`src/rtl/bul_pkg.sv`:
```
package bul_pkg;
  localparam int KEY_LEN = 8;
  localparam int IDX_W   = $clog2(KEY_LEN);
  localparam int BYTE_W  = 8;

  localparam int OFF_CTRL = 0;
  localparam int OFF_TRIG = 4;
  localparam int OFF_ID   = 12;

  localparam int EXIT_BIT = 6;
  localparam int VER_LSB  = 14;
  localparam int VER_W    = 8;

  localparam logic [31:0] ID_SIGNATURE = 32'h5356_4543;

  // Expected byte at each key position
  function automatic logic [BYTE_W-1:0] key_byte(input logic [IDX_W-1:0] pos);
    case (pos)
      3'd0:    return 8'hDE;
      3'd1:    return 8'hAD;
      3'd2:    return 8'hBE;
      3'd3:    return 8'hEF;
      3'd4:    return 8'hCA;
      3'd5:    return 8'hFE;
      3'd6:    return 8'hBA;
      default: return 8'hBE;
    endcase
  endfunction

  // Position after a trigger byte: advance on a hit, restart otherwise,
  // counting a stray first-key byte as a fresh start.
  function automatic logic [IDX_W-1:0] next_pos(input logic [IDX_W-1:0] pos,
                                                input logic [BYTE_W-1:0] b);
    if (b == key_byte(pos))
      return (pos == IDX_W'(KEY_LEN - 1)) ? '0 : pos + 1'b1;
    else if (b == key_byte('0))
      return IDX_W'(1);
    else
      return '0;
  endfunction

  function automatic logic key_complete(input logic [IDX_W-1:0] pos,
                                        input logic [BYTE_W-1:0] b);
    return (pos == IDX_W'(KEY_LEN - 1)) && (b == key_byte(pos));
  endfunction

  function automatic logic [31:0] ctrl_word(input logic [VER_W-1:0] ver);
    return 32'(ver) << VER_LSB;
  endfunction
endpackage

```
`src/rtl/bul_seq_matcher.sv`:
```
module bul_seq_matcher
  import bul_pkg::*;
(
  input  logic              clk,
  input  logic              rst_n,
  input  logic              trig_we,
  input  logic [BYTE_W-1:0] trig_byte,
  input  logic              hold,
  output logic [IDX_W-1:0]  pos_q,
  output logic              key_done
);
  logic step;
  assign step     = trig_we && !hold;
  assign key_done = step && key_complete(pos_q, trig_byte);

  always_ff @(posedge clk) begin
    if (!rst_n)      pos_q <= '0;
    else if (hold)   pos_q <= '0;
    else if (step)   pos_q <= next_pos(pos_q, trig_byte);
  end


  restart_chk: assert property (@(posedge clk) disable iff (!rst_n)
    (step && trig_byte != key_byte(pos_q) && trig_byte != key_byte('0)) |=> (pos_q == '0));


  first_byte_restart_chk: assert property (@(posedge clk) disable iff (!rst_n)
    (step && trig_byte != key_byte(pos_q) && trig_byte == key_byte('0)) |=> (pos_q == IDX_W'(1)));


  idle_stable_chk: assert property (@(posedge clk) disable iff (!rst_n)
    (!trig_we && !hold) |=> $stable(pos_q));
endmodule

```
`src/rtl/bul_mode_reg.sv`:
```
module bul_mode_reg (
  input  logic clk,
  input  logic rst_n,
  input  logic key_done,
  input  logic exit_req,
  output logic mode_q
);
  always_ff @(posedge clk) begin
    if (!rst_n)        mode_q <= 1'b0;
    else if (key_done) mode_q <= 1'b1;
    else if (exit_req) mode_q <= 1'b0;
  end


  unlock_sets_mode_chk: assert property (@(posedge clk) disable iff (!rst_n)
    key_done |=> mode_q);


  exit_clears_mode_chk: assert property (@(posedge clk) disable iff (!rst_n)
    exit_req |=> !mode_q);


  mode_hold_chk: assert property (@(posedge clk) disable iff (!rst_n)
    (!key_done && !exit_req) |=> $stable(mode_q));
endmodule

```
`src/rtl/bul_rd_mux.sv`:
```
module bul_rd_mux
  import bul_pkg::*;
#(
  parameter int ADDR_W  = 8,
  parameter int DATA_W  = 32,
  parameter int VERSION = 2
) (
  input  logic [ADDR_W-1:0] rd_addr,
  input  logic              mode,
  output logic [DATA_W-1:0] rd_data
);
  always_comb begin
    rd_data = '0;
    if (rd_addr == ADDR_W'(OFF_CTRL))
      rd_data = DATA_W'(ctrl_word(VER_W'(VERSION)));
    else if (rd_addr == ADDR_W'(OFF_ID) && mode)
      rd_data = DATA_W'(ID_SIGNATURE);
  end
endmodule

```
`src/rtl/boot_unlock_gate.sv`:
```
module boot_unlock_gate
  import bul_pkg::*;
#(
  parameter int ADDR_W  = 8,
  parameter int DATA_W  = 32,
  parameter int VERSION = 2
) (
  input  logic              clk,
  input  logic              rst_n,
  input  logic              bus_we,
  input  logic [ADDR_W-1:0] bus_addr,
  input  logic [DATA_W-1:0] bus_wdata,
  output logic [DATA_W-1:0] bus_rdata,
  output logic              app_disable
);
  // Named events for the assertions
  logic             trig_we;
  logic             ctrl_we;
  logic             exit_req;
  logic             key_done;
  logic             mode_q;
  logic [IDX_W-1:0] pos_q;

  assign trig_we  = bus_we && (bus_addr == ADDR_W'(OFF_TRIG));
  assign ctrl_we  = bus_we && (bus_addr == ADDR_W'(OFF_CTRL));
  assign exit_req = ctrl_we && bus_wdata[EXIT_BIT] && mode_q;

  bul_seq_matcher u_match (
    .clk       (clk),
    .rst_n     (rst_n),
    .trig_we   (trig_we),
    .trig_byte (bus_wdata[BYTE_W-1:0]),
    .hold      (mode_q),
    .pos_q     (pos_q),
    .key_done  (key_done)
  );

  bul_mode_reg u_mode (
    .clk      (clk),
    .rst_n    (rst_n),
    .key_done (key_done),
    .exit_req (exit_req),
    .mode_q   (mode_q)
  );

  bul_rd_mux #(.ADDR_W(ADDR_W), .DATA_W(DATA_W), .VERSION(VERSION)) u_rd (
    .rd_addr (bus_addr),
    .mode    (mode_q),
    .rd_data (bus_rdata)
  );

  assign app_disable = mode_q;


  pos_clear_on_exit_chk: assert property (@(posedge clk) disable iff (!rst_n)
    $fell(mode_q) |-> (pos_q == '0));


  pos_held_in_mode_chk: assert property (@(posedge clk) disable iff (!rst_n)
    (mode_q && $past(mode_q)) |-> (pos_q == '0));
endmodule

```
`config.mk`:
```
export PLATFORM = sky130hd
export DESIGN_NAME = boot_unlock_gate
export DESIGN_NICKNAME = d
export VERILOG_FILES = /design/src/rtl/bul_pkg.sv /design/src/rtl/bul_seq_matcher.sv /design/src/rtl/bul_mode_reg.sv /design/src/rtl/bul_rd_mux.sv /design/src/rtl/boot_unlock_gate.sv
export SDC_FILE = /design/constraint.sdc
export NUM_CORES = 1
export LEC_CHECK = 0
export ABC_AREA = 1
export CAP_MARGIN = 20
export CORE_UTILIZATION = 35
export CTS_BUF_LIST = sky130_fd_sc_hd__clkbuf_8
export DETAILED_ROUTE_END_ITERATION = 7
export DONT_BUFFER_PORTS = 1
export GPL_ROUTABILITY_DRIVEN = 0
export GPL_TIMING_DRIVEN = 1
export PLACE_DENSITY_LB_ADDON = 0.1
export SLEW_MARGIN = 20
export SYNTH_ARGS = -nofsm -noshare
export SYNTH_HDL_FRONTEND = slang
export SYNTH_SLANG_ARGS = --single-unit
```
`constraint.sdc`:
```
create_clock -name clk -period 1.6 [get_ports clk]
set_input_delay 0.16 -clock clk [delete_from_list [all_inputs] [get_ports clk]]
set_output_delay 0.16 -clock clk [all_outputs]
set_load 0.01 [all_outputs]
```
# Yosys cells after proc, flatten, opt, wreduce, memory -nomap -nowiden
# Cells that the tools add are included.
[word_totals]
ff_bits = 4
in_bits = 43
output_inout_bits = 33
elab_cells = 39
[op_classes]
add_sub_neg = 1
n_eq_ne = 11
mux = 11
bitwise = 1
n_reduce_logical = 13
[op_table]
columns = ["operator", "count"]
rows = [
  ["$pmux 7 s6", 1],
  ["$mux 32", 1],
  ["$mux 31", 1],
  ["$mux 8", 3],
  ["$eq 8x8->1", 2],
  ["$eq 3x3->1 const B", 4],
  ["$eq 8x3->1 const B", 1],
  ["$eq 8x4->1 const B", 1],
  ["$eq 8x8->1 const B", 1],
  ["$logic_and 1x1->1", 8],
  ["$logic_not 8->1", 1],
  ["$mux 3", 2],
  ["$add 3x1->3 const B", 1],
  ["$eq 3x1->1 const B", 1],
  ["$eq 3x2->1 const B", 1],
  ["$logic_not 3->1", 1],
  ["$mux 1", 3],
  ["$reduce_bool 2->1", 1],
  ["$reduce_or 2->1", 1],
  ["$logic_not 1->1", 1],
  ["$not 1->1", 1],
]

# Longest topological paths before layout
[depth]
word_depth = 8
mapped_depth = 15
mapped_depth_nobuf = 15

# By module
# Synthesis repeated with hierarchy kept, for this count alone.
[hier_totals]
hier_cells = 164
hier_area_um2 = 969.7
[by_module_without_submodules]
columns = ["mod", "instances", "cells_each", "area_per_inst_um2", "seq_area_each_um2"]
rows = [
  ["bul_seq_matcher", 1, 97, 578.1, 60.1],
  ["bul_rd_mux", 1, 43, 279.0, 0.0],
  ["boot_unlock_gate", 1, 18, 68.8, 0.0],
  ["bul_mode_reg", 1, 6, 43.8, 20.0],
]

# Least setup slack after synthesis
# No wires, ideal clock.
[synth_timing]
kind = "reg-to-output"
start = "register u_mode.mode_q"
end = "output bus_rdata[10]"
arrival_ps = 1746
t_required_ps = 1440
slack_ps = -306
path_stages_with_launch = 4
path_buffers = 1
path_cell_list = "dfxtp_1 -> nand3_1 -> nor3_1 -> buf_4"
[synth_between]
elab_chain_cells = 3
[synth_rtl]
columns = ["item", "line", "rtl"]
rows = [
  ["start, declared", "bul_mode_reg.sv:6", "output logic mode_q"],
  ["start signal, assigned", "bul_mode_reg.sv:9", "if (!rst_n) mode_q <= 1'b0;"],
  ["start signal, assigned", "bul_mode_reg.sv:10", "else if (key_done) mode_q <= 1'b1;"],
  ["start signal, assigned", "bul_mode_reg.sv:11", "else if (exit_req) mode_q <= 1'b0;"],
  ["$logic_and 1x1->1", "bul_rd_mux.sv:16", "else if (rd_addr == ADDR_W'(OFF_ID) && mode)"],
  ["$mux 31", "bul_rd_mux.sv:16", ""],
  ["$mux 32", "bul_rd_mux.sv:14", "if (rd_addr == ADDR_W'(OFF_CTRL))"],
  ["end, declared", "boot_unlock_gate.sv:13", "output logic [DATA_W-1:0] bus_rdata,"],
]
# No other way between the ends.

# Worst setup path after layout
[layout_timing]
start = "register u_match.pos_q[0]"
end = "register u_match.pos_q[0]"
[layout_between]
elab_chain_cells = 7
word_cells_on_any_way = 15
classes_between = "add/sub: 1; eq/ne: 7; mux: 6; reduce/logical: 1"
[layout_rtl]
columns = ["item", "line", "rtl"]
rows = [
  ["start, declared", "bul_seq_matcher.sv:9", "output logic [IDX_W-1:0] pos_q,"],
  ["start signal, assigned", "bul_seq_matcher.sv:19", "else if (step) pos_q <= next_pos(pos_q, trig_byte);"],
  ["$eq 3x3->1 (tied with other cells)", "bul_pkg.sv:18", "case (pos)"],
  ["$pmux 7 s6", "bul_pkg.sv:18", ""],
  ["$mux 8", "bul_seq_matcher.sv:19", ""],
  ["$mux 8", "bul_seq_matcher.sv:18", "else if (hold) pos_q <= '0;"],
  ["$mux 8", "bul_seq_matcher.sv:17", "if (!rst_n) pos_q <= '0;"],
  ["$eq 8x8->1", "bul_pkg.sv:34", "if (b == key_byte(pos))"],
  ["$mux 3 (*)", "bul_pkg.sv:34", ""],
]
# Mark *: on every way between the ends. The rest lies on a longest branch, timed or not. The select of a mux whose other input is x is not followed.
# A chain may end at the register's enable or synchronous reset.

==> reports/qor.log <==
qor: die.die-area 0.003033 mm^2
qor: timing.finalHoldViolations 0
qor: setup_path.worstSetupStartpointType register
qor: clock_tree.cts_buffers 3
qor: clock_tree.cts_max_path_buffers 2
qor: timing.finClkSkew 0.001620 ns
qor: clock_tree.clk_transition_reported_paths 0.03 ns
qor: pwr.p_per_area 329.3 mW/mm^2
qor: worst_hold_path.hold_start rst_n
qor: global_route.grt_start_max_net_pins 15
qor: yosys.count_of_yosys_warnings_during_synthesis 0
qor: detailed_routing.ant_nets 0
qor: setup_path.worst-endpoint-required 1.71 ns
qor: layout.layout.cells.most_common_list 29 x nand2_1, 18 x inv_1, 17 x conb_1, 12 x nand2_2, 11 x nor2_1
qor: detailed_routing.dr.first_iter.drc_count 14
qor: detailed_routing.wl_per_cell 10.98 um
qor: layout.layout_commonest_cell nand2_1
qor: yosys.yosysUniqueCellTypes 27
qor: pwr.internal_power 281.1 uW
qor: pwr.total_switching_power 104.6 uW
qor: clock_tree.tritoncts_num_sinks 4
qor: flow_run.cap_violations 0
qor: pwr.p_clk_share 56.7%
qor: clock_tree.cts-htree-levels 1
qor: layout.final_layout_size_suffix_gt1_share 40.12%
qor: yosys.ys_seq_area_share 8.122%
qor: die.core_area 0.002567 mm^2
qor: pwr.fin_total_pwr 385.7 uW
qor: global_route.globalRouteOverflowTotal 0
qor: die.width_of_the_chip 55.08 um
qor: clock_tree.cts.hold.buffers_added 0
qor: layout.area_delta_synth_final 18.78%
qor: clock_tree.worstSkewPairLatency 0.22 ns
qor: timing.maxClockFrequency 582.7 MHz
qor: placed_design.dp_hpwl 1.649 mm
qor: detailed_routing.drtPass1Iterations 4
qor: timing.hold-worst-slack 0.08868 ns
qor: setup_path.cp.arrival 1.83 ns
qor: setup_path.worstSetupEndpointType register
qor: global_route.grt_util_all_layers 14.70%
qor: placed_design.placement.io_buffers 0
qor: clock_tree.tritoncts done
qor: setup_path.worst-path-max-fanout 5
qor: timing.grt_setup_unrepaired yes
qor: yosys.syn_avg_cell_area 6.124 um^2
qor: global_route.first_pass_grt_wire_length 3.222 mm
qor: pwr.share_comb_of_total_power 18.1%
qor: detailed_routing.num_vias 870
qor: setup_path.r2r-start u_match.pos_q[0]
qor: pwr.power_switching_share 27.12%
qor: timing.report.final.slew_viol_count 0
qor: pwr.p_seq_share 25.3%
qor: layout.num_antenna_cells 0
qor: placed_design.place_worst_setup_slack -0.1814 ns
qor: run_status.outcome complete, but fails checks
qor: die.effective_utilization_at_floorplan 38.40%
qor: pwr.worst_ir_drop_vdd 0.0004281 V
qor: timing.period_minus_ws_final 1.716 ns
qor: detailed_routing.route.final.wire_length 2.108 mm
qor: detailed_routing.post-route-drc-count 0
qor: detailed_routing.post_drt_via_cell_ratio 4.531
qor: die.ioPinCount 76
qor: layout.fin_nets 211
qor: die.dieHeight 55.08 um
qor: yosys.post_synth_instance_area 985.9 um^2
qor: timing.finalSetupViolCount 4
qor: yosys.postSynthCellCount 161
qor: layout.fillCellCount 273
qor: setup_path.criticalPathCategory reg2reg
qor: timing.fin_ws -0.1161 ns
qor: worst_hold_path.timing.hold.worst.class in2reg
qor: yosys.postSynthRegisterBits 4
qor: global_route.grt_antenna_before_repair 0
qor: global_route.first_global_vias 814
qor: pwr.leakage_component_of_the_power 0.5981 nW
qor: clock_tree.cts_root_buf clkbuf_8
qor: run_status.violations negative setup slack
qor: timing.period_share 107.3%
qor: die.placement_rows 18
qor: placed_design.dp.cells 185
qor: setup_path.critPathLaunch u_match.pos_q[0]
qor: layout.final-instance-count-excl-fill 192
==> per-stage QoR <==
step,cell area [um^2],util [%],TNS (ns)
after floorplan,1066,-,0
after global routing,1171,45.61,-0.8414
after detailed placement,965.9,37.62,-0.5465
after CTS,1144,44.54,-0.2899
after global placement,965.9,37.62,-0.4567
final,1171,45.61,-0.3350
==> final timing paths <==
check / cells past startpoint / slack (ns) / endpoint
hold / removal: 2 / 0.09 / u_mode.mode_q
hold reg to reg: 2 / 0.59 / u_mode.mode_q
setup / recovery: 14 / -0.12 / u_match.pos_q[0]
setup reg to reg: 14 / -0.12 / u_match.pos_q[0]
==> Yosys cell counts <==
master,number,area (um^2)
ha_1,5,62.56
nor3_2,1,10.01
buf_6,1,11.26
nand4_1,7,43.79
nand3_2,2,20.02
inv_8,1,11.26
o21ai_2,1,8.760
conb_1,1,3.750
nand3_1,10,50.05
nor4_1,2,12.51
o211ai_1,1,7.510
nand3_4,1,17.52
or2_2,1,6.260
dfxtp_1,4,80.08
a21oi_1,3,15.01
nor2_1,16,60.06
nand2_4,1,11.26
nor2_2,4,25.02
xor2_1,1,8.760
nor3_1,1,5.000
nand2_2,8,50.05
nor2_4,2,22.52
inv_1,22,82.58
buf_4,30,225.2
a21boi_0,1,7.510
inv_2,1,3.750
nand2_1,33,123.9
==> kinds of logic (layout without fill, tap and decap cells) <==
family / after synthesis / in the layout / synth area share [%]
flops: 4 / 4 / 8.122
buf+inv: 55 / 40 / 33.88
xor+xnor: 1 / 1 / 0.8885
other cells: 1 / 17 / 0.3803
fa+ha+maj: 5 / 5 / 6.345
simple gates: 89 / 89 / 46.45
compound gates: 6 / 6 / 3.934
==> critical path, cell delays in order (launching register included) <==
cell	delay, ns
dfxtp_4	0.36
buf_6	0.12
ha_4	0.18
nor2_4	0.10
nor2_4	0.06
nor2_4	0.10
nand2_2	0.06
nand2_1	0.08
nand2_1	0.06
nor2_2	0.12
nand3_2	0.11
nand2_1	0.09
nand3_1	0.07
nand2_1	0.06
inv_1	0.03
==> flip-flops by register name (all words and copies together) (netlist names) <==
| register | count |
|---|---|
| u_mode.mode_q | 1 |
| u_match.pos_q | 3 |
==> per-layer routing <==
layer	share of wire, %	global-route usage [%]
met1	45	17.34
met2	50	27.71
met3	4.2	1.639
met4	0	3.750
met5	0	0
==> final cells by class <==
cell class	count	area, um^2	area share, %
sequential	4	87.58	7.479
inverter	24	105.1	8.974
clock buffer	3	41.29	3.526
clock inverter	1	3.754	0.3205
timing repair buffer	12	118.9	10.15
multi-input combinational	118	777.0	66.35
tap	30	37.54	3.205
==> timing repair <==
item / 4_1_cts / 5_1_grt
resized for setup: 32 / 5
pin swaps: 14 / 11
setup buffers: 2 / 1
endpoints found under the setup margin: 4 / 4
==> power groups by stage <==
stage	Sequential, mW	Clock [mW]	Combinational [mW]
after floorplan	0.100	0	0.0839
after global placement	0.100	0	0.0609
after detailed placement	0.100	0	0.0606
after CTS	0.0975	0.226	0.0680
after global routing	0.0975	0.228	0.0797
final	0.0975	0.219	0.0696
No activity file was read; power rests on OpenSTA's default activity.
